File: config.mk
export PLATFORM = sky130hd
export DESIGN_NAME = store_queue_bypass
export DESIGN_NICKNAME = d
export VERILOG_FILES = /design/src/rtl/sqb_pkg.sv /design/src/rtl/sqb_store_fifo.sv /design/src/rtl/sqb_port_ctrl.sv /design/src/rtl/store_queue_bypass.sv
export SDC_FILE = /design/constraint.sdc
export NUM_CORES = 1
export LEC_CHECK = 0
export ABC_CLOCK_PERIOD_IN_PS = 2100
export BUFFER_PORTS_ARGS = -buffer_cell sky130_fd_sc_hd__buf_2
export CAP_MARGIN = 20
export CORE_ASPECT_RATIO = 1.25
export CORE_MARGIN = 4
export CORE_UTILIZATION = 45
export CTS_CLUSTER_DIAMETER = 150
export DETAILED_ROUTE_END_ITERATION = 8
export PLACE_DENSITY = 0.68
export SLEW_MARGIN = 20
export SYNTH_ARGS = -nofsm -noshare
export SYNTH_HDL_FRONTEND = slang
export SYNTH_HIERARCHICAL = 1
export SYNTH_SLANG_ARGS = --single-unit
File: constraint.sdc
create_clock -name clk -period 2.1 [get_ports clk]
set_input_delay 0.21 -clock clk [delete_from_list [all_inputs] [get_ports clk]]
set_output_delay 0.21 -clock clk [all_outputs]
set_load 0.005 [all_outputs]
File: src/rtl/sqb_pkg.sv
package sqb_pkg;
  typedef enum logic [1:0] {
    PORT_IDLE = 2'd0,
    PORT_READ = 2'd1,
    PORT_WRITE = 2'd2
  } port_state_e;
endpackage

File: src/rtl/sqb_store_fifo.sv
module sqb_store_fifo #(
  parameter int WIDTH = 24,
  parameter int DEPTH = 4
) (
  input  logic             clk,
  input  logic             rst,
  input  logic             push,
  input  logic [WIDTH-1:0] push_data,
  input  logic             pop,
  output logic [WIDTH-1:0] head_data,
  output logic             full,
  output logic             empty
);
  localparam int PW = (DEPTH > 1) ? $clog2(DEPTH) : 1;

  logic [WIDTH-1:0] slots [DEPTH];
  logic [PW:0]      wr_ptr, rd_ptr;

  // storage without reset so it can map onto RAM
  always_ff @(posedge clk) begin
    if (push) slots[wr_ptr[PW-1:0]] <= push_data;
  end

  always_ff @(posedge clk) begin
    if (rst) begin
      wr_ptr <= '0;
      rd_ptr <= '0;
    end else begin
      if (push) wr_ptr <= wr_ptr + 1'b1;
      if (pop)  rd_ptr <= rd_ptr + 1'b1;
    end
  end

  assign head_data = slots[rd_ptr[PW-1:0]];
  assign empty = (wr_ptr == rd_ptr);
  assign full  = (wr_ptr[PW-1:0] == rd_ptr[PW-1:0]) && (wr_ptr[PW] != rd_ptr[PW]);

  a_r2_no_overflow: assert property (@(posedge clk) disable iff (rst) push |-> !full);
  a_r3_no_underflow: assert property (@(posedge clk) disable iff (rst) pop |-> !empty);
endmodule

File: src/rtl/sqb_port_ctrl.sv
module sqb_port_ctrl
  import sqb_pkg::*;
#(
  parameter int AW = 8,
  parameter int DW = 16
) (
  input  logic          clk,
  input  logic          rst,
  input  logic          ld_accept,
  input  logic [AW-1:0] ld_addr_in,
  output logic          ld_busy,
  input  logic          q_empty,
  input  logic [AW-1:0] q_head_addr,
  input  logic [DW-1:0] q_head_data,
  output logic          q_pop,
  output logic          mem_req,
  output logic          mem_we,
  output logic [AW-1:0] mem_addr,
  output logic [DW-1:0] mem_wdata,
  input  logic          mem_ack,
  input  logic [DW-1:0] mem_rdata,
  output logic          cpu_rvalid,
  output logic [DW-1:0] cpu_rdata
);
  port_state_e   st;
  logic          ld_pend;
  logic [AW-1:0] ld_addr;

  always_ff @(posedge clk) begin
    if (rst) begin
      st         <= PORT_IDLE;
      mem_req    <= 1'b0;
      mem_we     <= 1'b0;
      mem_addr   <= '0;
      mem_wdata  <= '0;
      cpu_rvalid <= 1'b0;
      cpu_rdata  <= '0;
      ld_pend    <= 1'b0;
      ld_addr    <= '0;
    end else begin
      cpu_rvalid <= 1'b0;
      if (ld_accept) begin
        ld_pend <= 1'b1;
        ld_addr <= ld_addr_in;
      end
      unique case (st)
        PORT_IDLE: begin
          // a waiting load wins over the queue head
          if (ld_pend) begin
            mem_req  <= 1'b1;
            mem_we   <= 1'b0;
            mem_addr <= ld_addr;
            st       <= PORT_READ;
          end else if (!q_empty) begin
            mem_req   <= 1'b1;
            mem_we    <= 1'b1;
            mem_addr  <= q_head_addr;
            mem_wdata <= q_head_data;
            st        <= PORT_WRITE;
          end
        end
        PORT_READ: begin
          if (mem_ack) begin
            mem_req    <= 1'b0;
            cpu_rvalid <= 1'b1;
            cpu_rdata  <= mem_rdata;
            ld_pend    <= 1'b0;
            st         <= PORT_IDLE;
          end
        end
        PORT_WRITE: begin
          if (mem_ack) begin
            mem_req <= 1'b0;
            st      <= PORT_IDLE;
          end
        end
        default: st <= PORT_IDLE;
      endcase
    end
  end

  assign q_pop   = (st == PORT_WRITE) && mem_ack;
  assign ld_busy = ld_pend;

  a_r6_hold_request: assert property (@(posedge clk) disable iff (rst)
    mem_req && !mem_ack |=> mem_req && $stable(mem_addr) && $stable(mem_we) && $stable(mem_wdata));
  a_r6_release_after_ack: assert property (@(posedge clk) disable iff (rst)
    mem_req && mem_ack |=> !mem_req);
  a_r4_load_first: assert property (@(posedge clk) disable iff (rst)
    !mem_req && ld_pend |=> mem_req && !mem_we);
  a_r5_return_data: assert property (@(posedge clk) disable iff (rst)
    mem_req && mem_ack && !mem_we |=> cpu_rvalid && (cpu_rdata == $past(mem_rdata)));
  a_r8_single_load: assert property (@(posedge clk) disable iff (rst)
    ld_accept |-> !ld_pend);
endmodule

File: src/rtl/store_queue_bypass.sv
module store_queue_bypass #(
  parameter int AW    = 8,
  parameter int DW    = 16,
  parameter int DEPTH = 4
) (
  input  logic          clk,
  input  logic          rst,
  input  logic          cpu_valid,
  input  logic          cpu_we,
  input  logic [AW-1:0] cpu_addr,
  input  logic [DW-1:0] cpu_wdata,
  output logic          cpu_ready,
  output logic          cpu_rvalid,
  output logic [DW-1:0] cpu_rdata,
  input  logic          sync_req,
  output logic          sync_done,
  output logic          mem_req,
  output logic          mem_we,
  output logic [AW-1:0] mem_addr,
  output logic [DW-1:0] mem_wdata,
  input  logic          mem_ack,
  input  logic [DW-1:0] mem_rdata
);
  localparam int EW = AW + DW;

  logic          q_full, q_empty, q_pop, q_push;
  logic [EW-1:0] q_head;
  logic          ld_busy, ld_accept;

  assign cpu_ready = cpu_we ? !q_full : !ld_busy;
  assign q_push    = cpu_valid && cpu_ready && cpu_we;
  assign ld_accept = cpu_valid && cpu_ready && !cpu_we;

  sqb_store_fifo #(.WIDTH(EW), .DEPTH(DEPTH)) u_queue (
    .clk       (clk),
    .rst       (rst),
    .push      (q_push),
    .push_data ({cpu_addr, cpu_wdata}),
    .pop       (q_pop),
    .head_data (q_head),
    .full      (q_full),
    .empty     (q_empty)
  );

  sqb_port_ctrl #(.AW(AW), .DW(DW)) u_port (
    .clk         (clk),
    .rst         (rst),
    .ld_accept   (ld_accept),
    .ld_addr_in  (cpu_addr),
    .ld_busy     (ld_busy),
    .q_empty     (q_empty),
    .q_head_addr (q_head[EW-1:DW]),
    .q_head_data (q_head[DW-1:0]),
    .q_pop       (q_pop),
    .mem_req     (mem_req),
    .mem_we      (mem_we),
    .mem_addr    (mem_addr),
    .mem_wdata   (mem_wdata),
    .mem_ack     (mem_ack),
    .mem_rdata   (mem_rdata),
    .cpu_rvalid  (cpu_rvalid),
    .cpu_rdata   (cpu_rdata)
  );

  always_ff @(posedge clk) begin
    if (rst) sync_done <= 1'b0;
    else     sync_done <= sync_req && q_empty;
  end

  a_r7_done_only_drained: assert property (@(posedge clk) disable iff (rst)
    sync_done |-> $past(q_empty));
  a_r7_no_done_with_write: assert property (@(posedge clk) disable iff (rst)
    sync_done |-> !(mem_req && mem_we));
endmodule

==> flow_metrics.py, run 1 <==
metrics = {
    "global_routing": {
        "grt-ovfl-total": 0,
        "track_usage": 0.163,
        "grt_pass1_wl_mm": 19.1,
        "antenna_found_initial": 0,
        "gr-usage-met3": 0.0584,
        "busiest_layer": "met2",
        "met1_usage": 0.200,
        "grt_max_degree": 39,
        "grtUsageMet2": 0.275,
        "grt_pass1_vias": 3629,
    },
    "logic_synthesis": {
        "syn_avg_cell_area_um2": 16.1,
        "ys_seq_area_frac": 0.687,
        "synth_top_area_share": 0.478,
        "synthesis.area_um2": 6030,
        "synth_edf_count": 96,
        "synth_cell_type_count": 37,
        "ys_ff_latch": 159,
        "yosys-top-cells-area": "edfxtp_1, dfxtp_1, mux4_2",
        "async_reset_ff_frac": 0,
        "yosysTopAreaCell": "edfxtp_1",
        "yosysWarnings": 6,
        "synth_cells": 375,
        "ys.flop_type": "edfxtp_1",
        "synth.net_count": 430,
    },
    "floorplanning": {
        "die_area_um2": 15300,
        "coreArea_um2": 13200,
        "initial_core_util": 0.458,
        "rows": 47,
        "die_h_um": 137,
        "die_w_um": 112,
        "boundaryPins": 91,
    },
    "worst_setup_path": {
        "path_max_fanout": 19,
        "crit_type": "flop to flop",
        "worstPathCellList": "xor2_1 -> nor3_1 -> and3b_1 -> and2_2 -> buf_12",
        "reg2regPathDepth": 5,
        "cp.required_ns": 2.21,
        "critical_path.endpoint": "u_queue/slots[2][11]",
        "cp.arrival_ns": 2.06,
        "crit_path_max_incr_delay_ns": 0.43,
        "worst_path_max_delay_cell": "dfxtp_1",
        "reg2reg_to": "u_queue/slots[2][11]",
        "end_kind": "flop",
        "start_kind": "flop",
        "r2r_slack_ns": 0.16,
        "r2r-start": "u_queue/wr_ptr[0]",
        "critPathLaunch": "u_queue/wr_ptr[0]",
    },
    "power_and_ir_drop": {
        "p_int_uw": 5530,
        "p_leak_uw": 0.00281,
        "swShare": 0.241,
        "sequentialPowerShare": 0.489,
        "pwr-share-comb": 0.115,
        "p_clk_frac": 0.396,
        "p_sw_uw": 1760,
        "power.density_nw_per_um2": 974,
        "peakVddDrop_v": 0.000623,
    },
    "sta": {
        "tns_ns": 0,
        "finalCritPeriodShare": 0.926,
        "final_hold_viol_count": 0,
        "tightest_slew_ns": 0.609,
        "drv_slew": 0,
        "finalSetupViolations": 0,
        "fmax_mhz": 514,
        "period_needed_ns": 1.94,
        "rsz0062_at_grt": "no",
        "slew_headroom": 0.594,
        "fin_worst_skew_ns": 0.00741,
    },
    "routing": {
        "viasPerCell": 5.14,
        "drtIter0Drc": 151,
        "drt-pass1-iter-count": 5,
        "drc_errors": 0,
        "antenna_left": 0,
        "wire_per_inst_um": 17.1,
        "routed_wl_mm": 11.6,
        "num_vias": 3495,
    },
    "cts": {
        "cts.sinks": 159,
        "cts_tree": "built",
        "clockRootBuffer": "clkbuf_16",
        "htreeDepth": 4,
        "clkTransAtPathRegs_ns": 0.06,
        "cts_max_path_buffers": 2,
        "clk_latency_ns": 0.41,
        "numCtsBuffers": 17,
    },
    "finish": {
        "nets": 551,
        "synthToLayoutAreaGrowth_pct": 23.9,
        "diodes": 0,
        "mostFrequentLayoutCells": "edfxtp_1, buf_2, dfxtp_1, nand2_1, a21oi_1",
        "final_core_util": 0.567,
        "drive_gt1_frac": 0.344,
        "layout_commonest_cell": "edfxtp_1",
    },
    "placed_design": {
        "gp_congestion": 0.773,
        "port_buffers": 90,
        "place.detailed.hpwl_mm": 7.40,
    },
    "job": {
        "cap_violations": 0,
    },
    "outcome": {
        "status": "completed",
    },
    "min_path": {
        "hp-class": "primary input to flop",
    },
}
==> metal layers <==
layer,up-vias,share of wire,wire length (um)
li1,1660,-,-
met1,1720,0.43,4990
met2,109,0.50,5780
met3,6,0.067,776
met4,0,0.0057,66
met5,-,0,0
==> cell type report <==
cell class,instances,area (um2)
Clock buffer,18,429
Multi-Input combinational cell,186,1700
Timing Repair Buffer,125,823
Tap cell,171,214
Clock inverter,14,136
Sequential cell,159,4150
Fill cell,1044,5700
Inverter,7,26.3
==> synthesized netlist by cell type, drive strengths merged, types with 2 or more instances <==
library cell,number
edfxtp,96
dfxtp,63
nand2,33
a21oi,30
mux4,24
mux2i,19
buf,17
a22o,16
nor2,13
a211oi,10
ha,9
inv,7
and2,6
clkbuf,6
and3b,3
nand2b,3
nor3b,3
xnor2,3
a21bo,2
nand3b,2
xor2,2
==> cell families (layout without fill, tap and decap cells) <==
| logic type | after synthesis | after routing | share of synthesized area |
|---|---|---|---|
| flops | 159 | 159 | 0.687 |
| simple gates | 67 | 67 | 0.0550 |
| compound gates | 62 | 62 | 0.0766 |
| mux | 43 | 43 | 0.124 |
| buf+inv | 30 | 164 | 0.0317 |
| fa+ha+maj | 9 | 9 | 0.0187 |
| xor+xnor | 5 | 5 | 0.00726 |
==> stage by stage <==
stage	area (um2)	hold WS [ns]	total power (uW)	setup WS, ns	instances
final	7470	0.0150	7280	0.155	680
after global routing	7470	0.00411	7620	0.00335	680
after CTS	7450	0.00186	7340	0.130	679
after detailed placement	6700	0.428	4420	0.183	628
after global placement	6700	0.419	4400	0.205	628
after floorplan	6040	0.279	4150	0.213	375
==> power by group through the flow <==
stage | registers [uW] | logic [uW] | clock network [uW]
floorplan | 3610 | 540 | 0
global placement | 3630 | 772 | 0
detailed placement | 3630 | 785 | 0
CTS | 3570 | 823 | 2950
global route | 3580 | 925 | 3110
finish | 3560 | 835 | 2880
==> flip-flops by register name (all words and copies together) (netlist names), named ones only <==
register / flops
u_queue/wr_ptr: 3
u_port/ld_busy: 1
u_port/mem_addr: 8
u_port/mem_req: 1
u_port/ld_addr: 8
u_port/cpu_rvalid: 1
u_port/st: 2
u_queue/slots: 96
sync_done: 1
u_queue/rd_ptr: 3
u_port/mem_wdata: 16
u_port/mem_we: 1
u_port/cpu_rdata: 16
==> worst max-delay path: cells and delay by family, from the launching register on <==
kind / cells / cell delay [ns]
AND/OR/NAND/NOR: 3 / 0.77
flip-flops: 1 / 0.43
buffers and inverters: 1 / 0.21
XOR/XNOR: 1 / 0.23
==> what timing repair did <==
action                                 4_1_cts  5_1_grt
setup endpoints to repair                    0       14
hold buffers                                19        0
gates resized for setup                      0        1
endpoints found under the hold margin       44        0
setup buffers                                0        1
==> worst min path at each step <==
stage | start | endpoint | slack, ns | cells past startpoint
3_5_place_dp | mem_rdata[2] | u_port/cpu_rdata[2] | 0.43 | 2
6_report | mem_rdata[9] | u_port/cpu_rdata[9] | 0.01 | 2
4_1_cts | cpu_wdata[14] | u_queue/slots[2][14] | 0.002 | 1
2_1_floorplan | rst | u_queue/rd_ptr[2] | 0.28 | 1
5_1_grt | cpu_wdata[3] | u_queue/slots[2][3] | 0.004 | 1
3_3_place_gp | cpu_wdata[9] | u_queue/slots[0][9] | 0.42 | 1
Note: power is estimated with default switching activity, not from simulation.
==> run 2, diff against run 1 <==
CORE_UTILIZATION = 51   (was 45)
PLACE_DENSITY = 0.76   (was 0.68)
==> run 2 against run 1 <==
  * Design area is 1.3% lower
  * Sequential cell count unchanged
  * Register-to-register slack about the same
  * Critical path depth is the same
  * Combinational power decreased by 2.8%
  * Non-clock buffer count is 12 lower
  * Critical path type unchanged
  * Highest routed layer unchanged
==> flow_metrics.py, run 2 (same netlist as run 1, synthesis figures left out) <==
metrics = {
    "power_and_ir_drop": {
        "swShare": 0.232,
        "p_clk_frac": 0.403,
        "p_int_uw": 5630,
        "pwr-share-comb": 0.111,
        "power.density_nw_per_um2": 995,
        "p_leak_uw": 0.00277,
        "peakVddDrop_v": 0.000626,
        "sequentialPowerShare": 0.486,
        "p_sw_uw": 1700,
    },
    "routing": {
        "antenna_left": 0,
        "viasPerCell": 5.32,
        "wire_per_inst_um": 18.1,
        "routed_wl_mm": 11.9,
        "num_vias": 3499,
        "drtIter0Drc": 186,
        "drt-pass1-iter-count": 4,
        "drc_errors": 0,
    },
    "sta": {
        "slew_headroom": 0.515,
        "fmax_mhz": 517,
        "period_needed_ns": 1.93,
        "fin_worst_skew_ns": 0.00705,
        "rsz0062_at_grt": "no",
        "tns_ns": 0,
        "drv_slew": 0,
        "final_hold_viol_count": 0,
        "finalSetupViolations": 0,
        "finalCritPeriodShare": 0.921,
        "tightest_slew_ns": 0.727,
    },
    "cts": {
        "htreeDepth": 4,
        "cts_max_path_buffers": 2,
        "numCtsBuffers": 17,
        "cts.sinks": 159,
        "clockRootBuffer": "clkbuf_16",
        "cts_resized": 0,
        "cts_tree": "built",
        "clkTransAtPathRegs_ns": 0.06,
        "clk_latency_ns": 0.41,
    },
    "finish": {
        "mostFrequentLayoutCells": "edfxtp_1, buf_2, dfxtp_1, nand2_1, a21oi_1",
        "layout_commonest_cell": "edfxtp_1",
        "n_fill_cell": 806,
        "regArea_um2": 4150,
        "drive_gt1_frac": 0.344,
        "largest_register_ffs": 96,
        "nets": 539,
        "synthToLayoutAreaGrowth_pct": 22.3,
        "final_cells": 658,
        "diodes": 0,
        "multi_input_area_um2": 1700,
    },
    "min_path": {
        "min-delay-start": "cpu_wdata[12]",
        "holdPathStages": 1,
        "whs_endpoint": "u_queue/slots[2][12]",
        "hp-class": "primary input to flop",
    },
    "worst_setup_path": {
        "worst_path_max_delay_cell": "dfxtp_1",
        "cp.buffers_inverters": 1,
        "crit_path_max_incr_delay_ns": 0.43,
        "critPathLaunch": "u_queue/wr_ptr[0]",
        "r2r_slack_ns": 0.17,
        "reg2regPathDepth": 5,
        "path_max_fanout": 24,
        "cp.required_ns": 2.20,
        "cp.arrival_ns": 2.04,
        "start_kind": "flop",
        "cp_num_cells": 5,
        "r2r-start": "u_queue/wr_ptr[0]",
        "end_kind": "flop",
        "crit_family": "simple AND/OR/NAND/NOR gates",
        "crit_type": "flop to flop",
        "reg2reg_to": "u_queue/slots[0][16]",
        "worstPathCellList": "xor2_1 -> nor3_1 -> and3b_1 -> and2_2 -> buf_12",
    },
    "floorplanning": {
        "die_area_um2": 13600,
        "rows": 44,
        "boundaryPins": 91,
        "coreArea_um2": 11600,
        "initial_core_util": 0.519,
        "die_h_um": 130,
        "die_w_um": 105,
    },
    "placed_design": {
        "port_buffers": 90,
        "place_inst": 616,
        "gp_congestion": 0.732,
        "place.detailed.hpwl_mm": 7.49,
    },
    "global_routing": {
        "antenna_found_initial": 0,
        "grt-ovfl-total": 0,
        "track_usage": 0.184,
        "grt_pass1_wl_mm": 19.2,
        "grt_pass1_vias": 3699,
        "grt_max_degree": 40,
    },
    "job": {
        "cap_violations": 0,
    },
    "outcome": {
        "status": "completed",
    },
}
## run 2: changes by cell type in the layout (fill, tap and decap cells not counted), sizes merged
cell,before,now
inv,11,10
dlygate4sd3,19,10
clkinvlp,3,2
buf,106,103
clkinv,6,7
bufinv,1,2
## run 2: layout make-up
type,count,area share
clock inverter,14,0.0188
timing repair buffer,113,0.0981
clock buffer,18,0.0596
inverter,7,0.00356
sequential,159,0.562
multi-input combinational,186,0.231
tap,161,0.0273
## run 2: worst max-delay path by stage
| stage | to | slack [ns] |
|---|---|---|
| after detailed placement | u_queue/slots[3][12] | 0.17 |
| final | u_queue/slots[0][16] | 0.17 |
| after global placement | u_queue/slots[3][8] | 0.22 |
| after CTS | u_port/mem_wdata[0] | 0.13 |
| after global routing | u_port/mem_wdata[8] | 0.01 |
| after floorplan | u_queue/slots[0][0] | 0.21 |
## run 2: power groups by stage
stage	Combinational, uW	Sequential (uW)	Clock (uW)
3_3_place_gp	775	3630	0
2_1_floorplan	540	3610	0
3_5_place_dp	798	3630	0
4_1_cts	822	3570	3010
6_report	812	3570	2960
5_1_grt	898	3590	3150
## run 2: layer usage
layer	track usage	vias to the layer above	share of wire
li1	-	1644	-
met2	0.324	130	0.52
met4	0.0641	0	0.0080
met5	0	-	0
met3	0.0463	9	0.069
met1	0.222	1716	0.41
## run 2: what timing repair did
| action | 4_1_cts | 5_1_grt |
|---|---|---|
| buffers inserted | 0 | 0 |
| hold buffers | 9 | 1 |
| endpoints found under the hold margin | 29 | 2 |
## run 2: per-stage QoR
| step | setup slack, ns | hold slack (ns) | area (um2) | power (uW) | utilization |
|---|---|---|---|---|---|
| 2_1_floorplan | 0.213 | 0.279 | 6040 | 4150 | - |
| 3_3_place_gp | 0.221 | 0.419 | 6700 | 4400 | 0.576 |
| 3_5_place_dp | 0.171 | 0.422 | 6700 | 4430 | 0.576 |
| 4_1_cts | 0.129 | 0.00000761 | 7360 | 7400 | 0.634 |
| 5_1_grt | 0.0110 | 0.00208 | 7370 | 7640 | 0.635 |
| 6_report | 0.166 | 0.0173 | 7370 | 7340 | 0.635 |
==> run 3, diff against run 2 <==
CAP_MARGIN = 40   (was 20)
RECOVER_POWER = 25   (was default)
==> run 3 against run 2 <==
  * Via count about the same
  * Design area decreased by 0.34%
  * Global-route usage unchanged
  * Wire length about the same
  * Clock skew decreased by 0.0011 ns
  * Critical path type unchanged
  * Largest cell class unchanged
  * Largest power group unchanged
  * Highest routed layer unchanged
==> flow_metrics.py, run 3 (same netlist as run 1, synthesis figures left out) <==
metrics = {
    "outcome": {
        "status": "completed",
    },
    "finish": {
        "multi_input_area_um2": 1700,
        "diodes": 0,
        "synthToLayoutAreaGrowth_pct": 21.9,
        "drive_gt1_frac": 0.304,
        "final_core_util": 0.633,
        "n_fill_cell": 814,
        "mostFrequentLayoutCells": "edfxtp_1, buf_2, dfxtp_1, nand2_1, a21oi_1",
        "largest_register_ffs": 96,
        "nets": 539,
        "regArea_um2": 4150,
        "layout_commonest_cell": "edfxtp_1",
    },
    "sta": {
        "finalCritPeriodShare": 0.923,
        "slew_headroom": 0.500,
        "tns_ns": 0,
        "period_needed_ns": 1.94,
        "final_hold_viol_count": 0,
        "tightest_slew_ns": 0.749,
        "fmax_mhz": 516,
        "fin_ws_ns": 0.162,
        "rsz0062_at_grt": "no",
        "finalSetupViolations": 0,
        "fin_worst_skew_ns": 0.00596,
        "drv_slew": 0,
    },
    "job": {
        "cap_violations": 0,
    },
    "global_routing": {
        "grt_pass1_wl_mm": 19.2,
        "grt-ovfl-total": 0,
        "track_usage": 0.184,
        "grt_pass1_vias": 3699,
        "grt_max_degree": 40,
        "antenna_found_initial": 0,
    },
    "floorplanning": {
        "coreArea_um2": 11600,
        "boundaryPins": 91,
        "die_area_um2": 13600,
        "initial_core_util": 0.519,
        "die_h_um": 130,
        "die_w_um": 105,
        "rows": 44,
    },
    "cts": {
        "numCtsBuffers": 17,
        "cts_resized": 0,
        "cts_tree": "built",
        "clkTransAtPathRegs_ns": 0.06,
        "clockRootBuffer": "clkbuf_16",
        "htreeDepth": 4,
        "cts_max_path_buffers": 2,
        "clk_latency_ns": 0.41,
        "cts.sinks": 159,
    },
    "worst_setup_path": {
        "cp.required_ns": 2.21,
        "path_max_fanout": 24,
        "crit_type": "flop to flop",
        "start_kind": "flop",
        "end_kind": "flop",
        "cp.arrival_ns": 2.05,
    },
    "power_and_ir_drop": {
        "peakVddDrop_v": 0.000628,
        "power_uw": 7330,
        "p_leak_uw": 0.00271,
        "power.density_nw_per_um2": 997,
    },
    "routing": {
        "wire_per_inst_um": 18.0,
        "drc_errors": 0,
        "drtIter0Drc": 184,
        "drt-pass1-iter-count": 4,
        "antenna_left": 0,
        "viasPerCell": 5.32,
        "num_vias": 3500,
        "routed_wl_mm": 11.9,
    },
    "placed_design": {
        "gp_congestion": 0.732,
        "place.detailed.hpwl_mm": 7.49,
        "port_buffers": 90,
        "pre_cts_slack_ns": 0.171,
    },
    "min_path": {
        "hp-class": "primary input to flop",
    },
}
run 3: area by class of cell:
type,instances,area share
repair buffers,113,0.0950
flip-flops and latches,159,0.564
inverters,7,0.00358
well taps,161,0.0274
clock buffers,18,0.0598
multi-input cells,186,0.231
clock inverters,14,0.0189
run 3: through the flow:
| stage | instances | instance area, um2 | hold slack (ns) |
|---|---|---|---|
| 2_1_floorplan | 375 | 6040 | 0.279 |
| 3_3_place_gp | 616 | 6700 | 0.419 |
| 3_5_place_dp | 616 | 6700 | 0.422 |
| 4_1_cts | 657 | 7360 | 0.00000761 |
| 5_1_grt | 658 | 7350 | 0.00208 |
| 6_report | 658 | 7350 | 0.0242 |
run 3: worst max-delay path, stage by stage (launching register included):
cell and delay, ns:
dfxtp_1 0.42, xor2_1 0.22, nor3_1 0.11, and3b_1 0.43, and2_2 0.24, buf_12 0.19
run 3: where the power goes:
group	leakage [uW]	switching, uW	internal (uW)
logic	0.00105	427	379
registers	0.00139	97.6	3470
clock network	0.000282	1180	1780
run 3: metal layers:
layer | part of all wire | GRT usage | vias to the layer above
met3 | 0.065 | 0.0463 | 11
met1 | 0.42 | 0.222 | 1720
met5 | 0 | 0 | -
li1 | - | - | 1646
met2 | 0.51 | 0.324 | 123
met4 | 0.0073 | 0.0641 | 0
run 3: timing repair:
item | in CTS | in global routing
endpoints found under the hold margin | 29 | 2
buffers inserted | 0 | 0
hold buffers | 9 | 1
run 3: final timing paths:
path                  startpoint                   end  slack (ns)  cells past startpoint
max reg2reg    u_queue/wr_ptr[0]  u_queue/slots[3][14]        0.16                      5
min                 mem_rdata[6]   u_port/cpu_rdata[6]        0.02                      2
min reg2reg  u_port/mem_wdata[2]   u_port/mem_wdata[2]        0.47                      2
max            u_queue/wr_ptr[0]  u_queue/slots[3][14]        0.16                      5
